`config.mk`:
```
export PLATFORM = sky130hd
export DESIGN_NAME = dual_pwm_gen
export DESIGN_NICKNAME = d
export VERILOG_FILES = /design/src/rtl/dpwm_pkg.sv /design/src/rtl/dpwm_ctrl.sv /design/src/rtl/dpwm_timebase.sv /design/src/rtl/dpwm_chan.sv /design/src/rtl/dual_pwm_gen.sv
export SDC_FILE = /design/constraint.sdc
export NUM_CORES = 1
export LEC_CHECK = 0
export BUFFER_PORTS_ARGS = -buffer_cell sky130_fd_sc_hd__buf_2
export CAP_MARGIN = 20
export CORE_AREA = 2 2 67 69
export CTS_CLUSTER_DIAMETER = 100
export CTS_CLUSTER_SIZE = 20
export DETAILED_ROUTE_END_ITERATION = 10
export DIE_AREA = 0 0 69 71
export SLEW_MARGIN = 10
export SYNTH_ARGS = -nofsm -noshare
export SYNTH_HDL_FRONTEND = slang
export SYNTH_SLANG_ARGS = --single-unit
export TNS_END_PERCENT = 30
```
`constraint.sdc`:
```
create_clock -name clk -period 3.45 [get_ports clk]
set_input_delay 0.345 -clock clk [delete_from_list [all_inputs] [get_ports clk]]
set_output_delay 0.345 -clock clk [all_outputs]
set_load 0.02 [all_outputs]
```
`src/rtl/dpwm_pkg.sv`:
```
package dpwm_pkg;

    localparam int DEF_CODE_W = 6;
    localparam int NUM_CH     = 2;

    typedef enum logic {
        RUN_IDLE   = 1'b0,
        RUN_ACTIVE = 1'b1
    } run_state_e;

    typedef struct packed {
        logic start;   // first running edge after reset or shutdown
        logic active;  // outputs enabled, counter running
        logic hold;    // shutdown requested this cycle
    } ctrl_s;

    function automatic logic count_below(input logic [15:0] cnt,
                                         input logic [15:0] code);
        return cnt < code;
    endfunction

endpackage

```
`src/rtl/dpwm_ctrl.sv`:
```
module dpwm_ctrl
    import dpwm_pkg::*;
(
    input  logic  clk,
    input  logic  rst,
    input  logic  shdn,
    output ctrl_s ctrl
);

    run_state_e state_q;

    always_ff @(posedge clk) begin
        if (rst) begin
            state_q <= RUN_IDLE;
        end else if (shdn) begin
            state_q <= RUN_IDLE;
        end else begin
            state_q <= RUN_ACTIVE;
        end
    end

    always_comb begin
        ctrl.start  = (state_q == RUN_IDLE) && !shdn;
        ctrl.active = (state_q == RUN_ACTIVE);
        ctrl.hold   = shdn;
    end

endmodule

```
`src/rtl/dpwm_timebase.sv`:
```
module dpwm_timebase
    import dpwm_pkg::*;
#(
    parameter int CODE_W   = DEF_CODE_W,
    parameter int STEP_DIV = 156
) (
    input  logic              clk,
    input  logic              rst,
    input  ctrl_s             ctrl,
    output logic              tick,
    output logic              wrap,
    output logic [CODE_W-1:0] phase
);

    localparam int DIV_W = (STEP_DIV > 1) ? $clog2(STEP_DIV) : 1;
    localparam logic [DIV_W-1:0]  DIV_LAST = DIV_W'(STEP_DIV - 1);
    localparam logic [CODE_W-1:0] PH_LAST  = '1;

    logic [DIV_W-1:0]  div_q;
    logic [CODE_W-1:0] phase_q;

    assign tick  = ctrl.active && !ctrl.hold && (div_q == DIV_LAST);
    assign wrap  = tick && (phase_q == PH_LAST);
    assign phase = phase_q;

    always_ff @(posedge clk) begin
        if (rst || ctrl.hold) begin
            div_q   <= '0;
            phase_q <= '0;
        end else if (ctrl.active) begin
            if (div_q == DIV_LAST) begin
                div_q <= '0;
            end else begin
                div_q <= div_q + 1'b1;
            end
            if (tick) begin
                phase_q <= phase_q + 1'b1;
            end
        end
    end

endmodule

```
`src/rtl/dpwm_chan.sv`:
```
module dpwm_chan
    import dpwm_pkg::*;
#(
    parameter int CODE_W = DEF_CODE_W
) (
    input  logic              clk,
    input  logic              rst,
    input  logic              load,
    input  logic              en,
    input  logic [CODE_W-1:0] code,
    input  logic [CODE_W-1:0] phase,
    output logic [CODE_W-1:0] shadow,
    output logic              pwm,
    output logic              oe
);

    logic [CODE_W-1:0] shadow_q;

    always_ff @(posedge clk) begin
        if (rst) begin
            shadow_q <= '0;
        end else if (load) begin
            shadow_q <= code;
        end
    end

    assign shadow = shadow_q;
    assign oe     = en;
    assign pwm    = en && count_below(16'(phase), 16'(shadow_q));

endmodule

```
`src/rtl/dual_pwm_gen.sv`:
```
module dual_pwm_gen
    import dpwm_pkg::*;
#(
    parameter int CODE_W   = DEF_CODE_W,
    parameter int STEP_DIV = 156
) (
    input  logic              clk,
    input  logic              rst,
    input  logic              shdn,
    input  logic [CODE_W-1:0] code_a,
    input  logic [CODE_W-1:0] code_b,
    output logic              pwm_a,
    output logic              pwm_a_oe,
    output logic              pwm_b,
    output logic              pwm_b_oe
);

    ctrl_s             ctrl;
    logic              step_tick;
    logic              period_wrap;
    logic              shadow_load;
    logic [CODE_W-1:0] phase_q;
    logic [CODE_W-1:0] code_w   [NUM_CH];
    logic [CODE_W-1:0] shadow_w [NUM_CH];
    logic              pwm_w    [NUM_CH];
    logic              oe_w     [NUM_CH];

    dpwm_ctrl u_ctrl (
        .clk  (clk),
        .rst  (rst),
        .shdn (shdn),
        .ctrl (ctrl)
    );

    dpwm_timebase #(
        .CODE_W   (CODE_W),
        .STEP_DIV (STEP_DIV)
    ) u_timebase (
        .clk   (clk),
        .rst   (rst),
        .ctrl  (ctrl),
        .tick  (step_tick),
        .wrap  (period_wrap),
        .phase (phase_q)
    );

    assign shadow_load = ctrl.start || period_wrap;
    assign code_w[0]   = code_a;
    assign code_w[1]   = code_b;

    for (genvar ch = 0; ch < NUM_CH; ch++) begin : g_chan
        dpwm_chan #(
            .CODE_W (CODE_W)
        ) u_chan (
            .clk    (clk),
            .rst    (rst),
            .load   (shadow_load),
            .en     (ctrl.active),
            .code   (code_w[ch]),
            .phase  (phase_q),
            .shadow (shadow_w[ch]),
            .pwm    (pwm_w[ch]),
            .oe     (oe_w[ch])
        );
    end

    assign pwm_a    = pwm_w[0];
    assign pwm_a_oe = oe_w[0];
    assign pwm_b    = pwm_w[1];
    assign pwm_b_oe = oe_w[1];

endmodule

```
# Word-level counts from Yosys, hierarchy flattened
# Index checks and enable logic that the tools add are counted.
# W data, S select, Z words.
[op_classes]
n_addsub = 2
mul = 0
div = 0
order_cmp = 2
n_eq_ne = 2
shifts = 0
n_mux = 2
bitwise_logic = 1
reduce_logical = 10
[ops]
columns = ["cell", "n"]
rows = [
  ["$lt A6 B6 Y1", 2],
  ["$add A8 B1 Y8 const B", 1],
  ["$eq A8 B8 Y1 const B", 1],
  ["$mux W8", 1],
  ["$add A6 B1 Y6 const B", 1],
  ["$eq A6 B6 Y1 const B", 1],
  ["$logic_and A1 B1 Y1", 6],
  ["$logic_or A1 B1 Y1", 2],
  ["$reduce_and A2 Y1", 1],
  ["$logic_not A1 Y1", 1],
  ["$mux W1", 1],
  ["$not A1 Y1", 1],
]
[word_totals]
regBits = 27
latchBits = 0
mem_bits_rw = 0
rom_bits = 0
in_bits = 15
out_inout_bits = 4
n_memories = 0

# Depth between registers and ports, before layout
[depth]
word_depth = 5
depth_mapped = 6
mapped_depth_nobuf = 6

# Hierarchy
# From an unflattened synthesis, not the netlist that was laid out.
[unflattened]
cells_unflattened = 163
hier_area_um2 = 1475.2
[modules_own_cells]
columns = ["module", "n_inst", "cells_per_inst", "area_each_um2", "seq_area_each_um2"]
rows = [
  ["dpwm_chan", 2, 37, 361.6, 120.1],
  ["dpwm_timebase", 1, 83, 703.2, 280.3],
  ["dpwm_ctrl", 1, 5, 42.5, 20.0],
  ["dual_pwm_gen", 1, 1, 6.3, 0.0],
]

# Worst setup path before layout
# Ideal clock, no wire load.
[synth_timing]
path_kind = "flip-flop to output port"
from = "reg g_chan[0].u_chan.shadow_q[1]"
to = "out pwm_a"
arrival_time_ns = 1.362
slack_ns = 1.743
path_stages_with_launch = 6
n_path_buf = 0
path_cell_list = "dfxtp_1 -> inv_1 -> ha_1 -> a21o_1 -> a21o_1 -> a41oi_1"
[synth_via]
elab_chain_cells = 2
[synth_rtl]
columns = ["item", "line", "source"]
rows = [
  ["start: declaration", "dpwm_chan.sv:17", "logic [CODE_W-1:0] shadow_q;"],
  ["start signal: assignment", "dpwm_chan.sv:23", "shadow_q <= code;"],
  ["$lt A6 B6 Y1", "dpwm_pkg.sv:19", "return cnt < code;"],
  ["$logic_and A1 B1 Y1", "dpwm_chan.sv:29", "assign pwm = en && count_below(16'(phase), 16'(shadow_q));"],
  ["end: declaration", "dual_pwm_gen.sv:12", "output logic pwm_a,"],
]
# No other way between the ends.

# Worst setup path in the final report
[layout_timing]
from = "reg u_timebase.phase_q[0], in the netlist u_timebase.phase[0]"
to = "reg g_chan[1].u_chan.shadow_q[0]"
[layout_via]
elab_chain_cells = 3
[layout_rtl]
columns = ["item", "line", "source"]
rows = [
  ["start: declaration", "dpwm_timebase.sv:20", "logic [CODE_W-1:0] phase_q;"],
  ["start signal: assignment", "dpwm_timebase.sv:37", "phase_q <= phase_q + 1'b1;"],
  ["$eq A6 B6 Y1", "dpwm_timebase.sv:23", "assign wrap = tick && (phase_q == PH_LAST);"],
  ["$logic_and A1 B1 Y1", "dpwm_timebase.sv:23", ""],
  ["$logic_or A1 B1 Y1", "dual_pwm_gen.sv:47", "assign shadow_load = ctrl.start || period_wrap;"],
  ["end signal: assignment", "dpwm_chan.sv:23", ""],
  ["end: declaration", "dpwm_chan.sv:17", ""],
]
# No other way between the ends.
# A chain may end at the register's enable or synchronous reset.

==> reports/qor.yml <==
outcome: "complete, no violations"
max_cap_violations: 0
post_synth_inst_count: 159
critical_path_peak_fanout: 12
grt_antenna_before_repair: 0
postRouteWirelength_um: 2540
dieHeight_um: 71
cts.sinks: 27
vias_per_cell: 4.69
grt.overflow.total: 0
worst-endpoint-required_ns: 3.65
placer_congestion: 0.765
synthDominantCellAreaShare_pct: 36.7
time_the_final_worst_path_needs_with_i_o_delays_and_setup_ns: 2.06
dp_hpwl_um: 1880
seq_area_frac_synth_pct: 36.7
clk_pin_slew_worst_paths_ns: 0.09
worst_setup_path_end_kind: "register"
grt_setup_unrepaired: "no"
timing.max_slew.rel_slack_pct: 35.9
main_combinational_cell_family_by_area_after_synthesis: "simple AND/OR/NAND/NOR gates"
layout.cells.most_common_list: "dfxtp_1 (27), nand2b_1 (26), buf_2 (18)"
floorplan.rows: 24
drive_above_1_share_pct: 13.7
yosysUniqueCellTypes: 26
timing.final.hold_violations: 0
max_freq_mhz: 485
final_max_slew_viols: 0
globalRouteTotalUtil_pct: 11.4
final_net_count: 203
worstSetupPathType: "reg2reg"
met2RoutedLength_um: 1140
regArea_um2: 541
remaining_drc_errors: 0
effective_utilization_at_floorplan_pct: 35.1
routed.top_layer: "met4"
postSynthNetCount: 186
die_area_um2: 4900
post_cts_resized: 0
wl_met3_um: 108
grt_first_pass_wirelength_um: 4600
insertion_delay_ns: 0.27
design_power_total_uw: 572
worstSetupStartpointType: "register"
worst_hold_path.num_cells: 3
vias: 1064
depth_of_the_cts_h_tree: 1
ant_nets: 0
final-setup-viol-count: 0
power_per_cell_area_nw_per_um2: 348
timing_worst_slew_pin_value_ns: 0.958
synth_warnings: 0
via_count_of_the_first_global_routing_pass: 1053
setup_total_negative_slack_ns: 0
worstHoldStart: "code_a[5]"
synth_seq_cells: 27
leakagePower_nw: 0.726
worst_r2r_path_depth: 5
layout.cells.most_common: "dfxtp_1"
timing.reg2reg.setup_slack_ns: 1.39
ioPinCount: 19
post_cts.repair.setup_buffers: 0
post_cts_hold_buffer_count: 0
pin_count_of_the_biggest_net_entering_global_routing: 26
design.core.area_um2: 4200
wirelength_met1_um: 1280
numCtsBuffers: 3
n_fill_cell: 445
critical_r2r_launch: "u_timebase.phase[0]$_SDFFE_PP0P_"
post_synthesis_mean_instance_area_um2: 9.27
wl_per_cell_um: 11.2
worstReg2RegEnd: "g_chan[1].u_chan.shadow[0]$_SDFFE_PP0P_"
post_synth_main_area_contributors: "dfxtp_1 (37%), nand2b_1 (11%), ha_1 (10%)"
die-width_um: 69
cts_tree: "yes"
synth.area.mux_share_pct: 9.51
worst_hold_path.endpoint: "g_chan[0].u_chan.shadow[5]$_SDFFE_PP0P_"
synth_compound_area_share_pct: 5.77
multiInputGateArea_um2: 862
cts_buffer_depth: 2
dr.pass1.iters: 4
synth-xor-area-share_pct: 6.54
max-vdd-ir-drop_mv: 0.165
portBuffers: 18
cts_root_buffer: "clkbuf_8"
adder_and_majority_cell_fraction_of_the_synthesized_area_pct: 10.2
critPathArrivalTime_ns: 2.27
num_antenna_cells: 0
synth_top_area_cell: "dfxtp_1"
area_delta_synth_final_pct: 11.5
final.period_utilization_pct: 59.8
drt_iter0_markers: 38
fin_worst_skew_ns: 0.00535
hold_path_class: "in2reg"
mappedNetlistArea_um2: 1470
synthSimpleGateAreaFrac_pct: 26.5
==> Yosys cell counts <==
cell / number
nand2b_1: 26
and3_1: 3
or3_1: 1
and4b_1: 2
nand3_1: 1
o21ai_0: 1
clkbuf_1: 3
buf_1: 1
a21o_1: 6
mux2i_1: 14
buf_4: 2
nor4b_4: 1
nand4_1: 7
inv_1: 11
a41oi_1: 2
nor2b_1: 1
nor2_1: 16
xnor2_1: 3
dfxtp_1: 27
a21oi_1: 1
a31oi_2: 1
xor2_1: 8
or2_2: 1
ha_1: 12
nand3b_1: 2
nand2_1: 6
==> registers in the layout, indices dropped and copies added (netlist names) <==
register and count:
u_ctrl.state_q 1, u_timebase.div_q 8, g_chan.u_chan.shadow 12, u_timebase.phase 6
==> layer usage <==
layer | up-vias | track usage [%]
met2 | 20 | 19.2
met3 | 2 | 3.28
met5 | - | 0
met1 | 476 | 14.7
li1 | 566 | -
met4 | 0 | 1.96
==> worst max-delay path, cell delays in order (launching register included) <==
cell	delay [ns]
dfxtp_1	0.36
ha_1	0.22
and4b_1	0.19
and3_1	0.19
a31oi_2	0.78
mux2i_1	0.26
==> logic make-up (layout without fill, tap and decap cells) <==
kind of cell	after synthesis	count (layout)
and+or+nand+nor	67	67
AOI/OAI and AO/OA	11	11
muxes	14	14
adders and majority gates	12	12
xor gates and xnor gates	11	11
DFF	27	27
buffers and inverters	17	33
==> per-stage QoR <==
stage	cells	hold WS, ns	util, %	setup slack, ns	area [um2]
after floorplan	159	0.451	-	1.74	1470
after global placement	223	0.463	38.0	1.41	1600
after detailed placement	223	0.469	38.0	1.37	1600
after CTS	227	0.304	39.1	1.34	1640
after global routing	227	0.328	39.1	1.19	1640
final	227	0.312	39.1	1.39	1640
==> final cells by class <==
type                       count  share of cell area, %
clock buffer                   4                   2.74
multi-input combinational    115                   52.4
inverter                      11                   2.51
tap                           52                   3.96
timing repair buffer          18                   5.48
sequential                    27                   32.9
==> worst max-delay path by stage <==
stage	start	slack (ns)	to	cells after the start
after detailed placement	u_timebase.phase[0]$_SDFFE_PP0P_	1.37	g_chan[1].u_chan.shadow[1]$_SDFFE_PP0P_	5
after global routing	u_timebase.phase[0]$_SDFFE_PP0P_	1.19	g_chan[1].u_chan.shadow[2]$_SDFFE_PP0P_	5
after floorplan	g_chan[0].u_chan.shadow[1]$_SDFFE_PP0P_	1.74	pwm_a	5
after global placement	u_timebase.phase[0]$_SDFFE_PP0P_	1.41	g_chan[1].u_chan.shadow[5]$_SDFFE_PP0P_	5
after CTS	u_timebase.phase[0]$_SDFFE_PP0P_	1.34	g_chan[1].u_chan.shadow[1]$_SDFFE_PP0P_	5
final	u_timebase.phase[0]$_SDFFE_PP0P_	1.39	g_chan[1].u_chan.shadow[0]$_SDFFE_PP0P_	5
==> power breakdown <==
| group | switching [mW] | internal [mW] | total [mW] |
|---|---|---|---|
| combinational | 0.0311 | 0.0320 | 0.0630 |
| clock | 0.0970 | 0.0827 | 0.180 |
| sequential | 0.00769 | 0.321 | 0.329 |
Note: power is estimated with default switching activity, not from simulation.
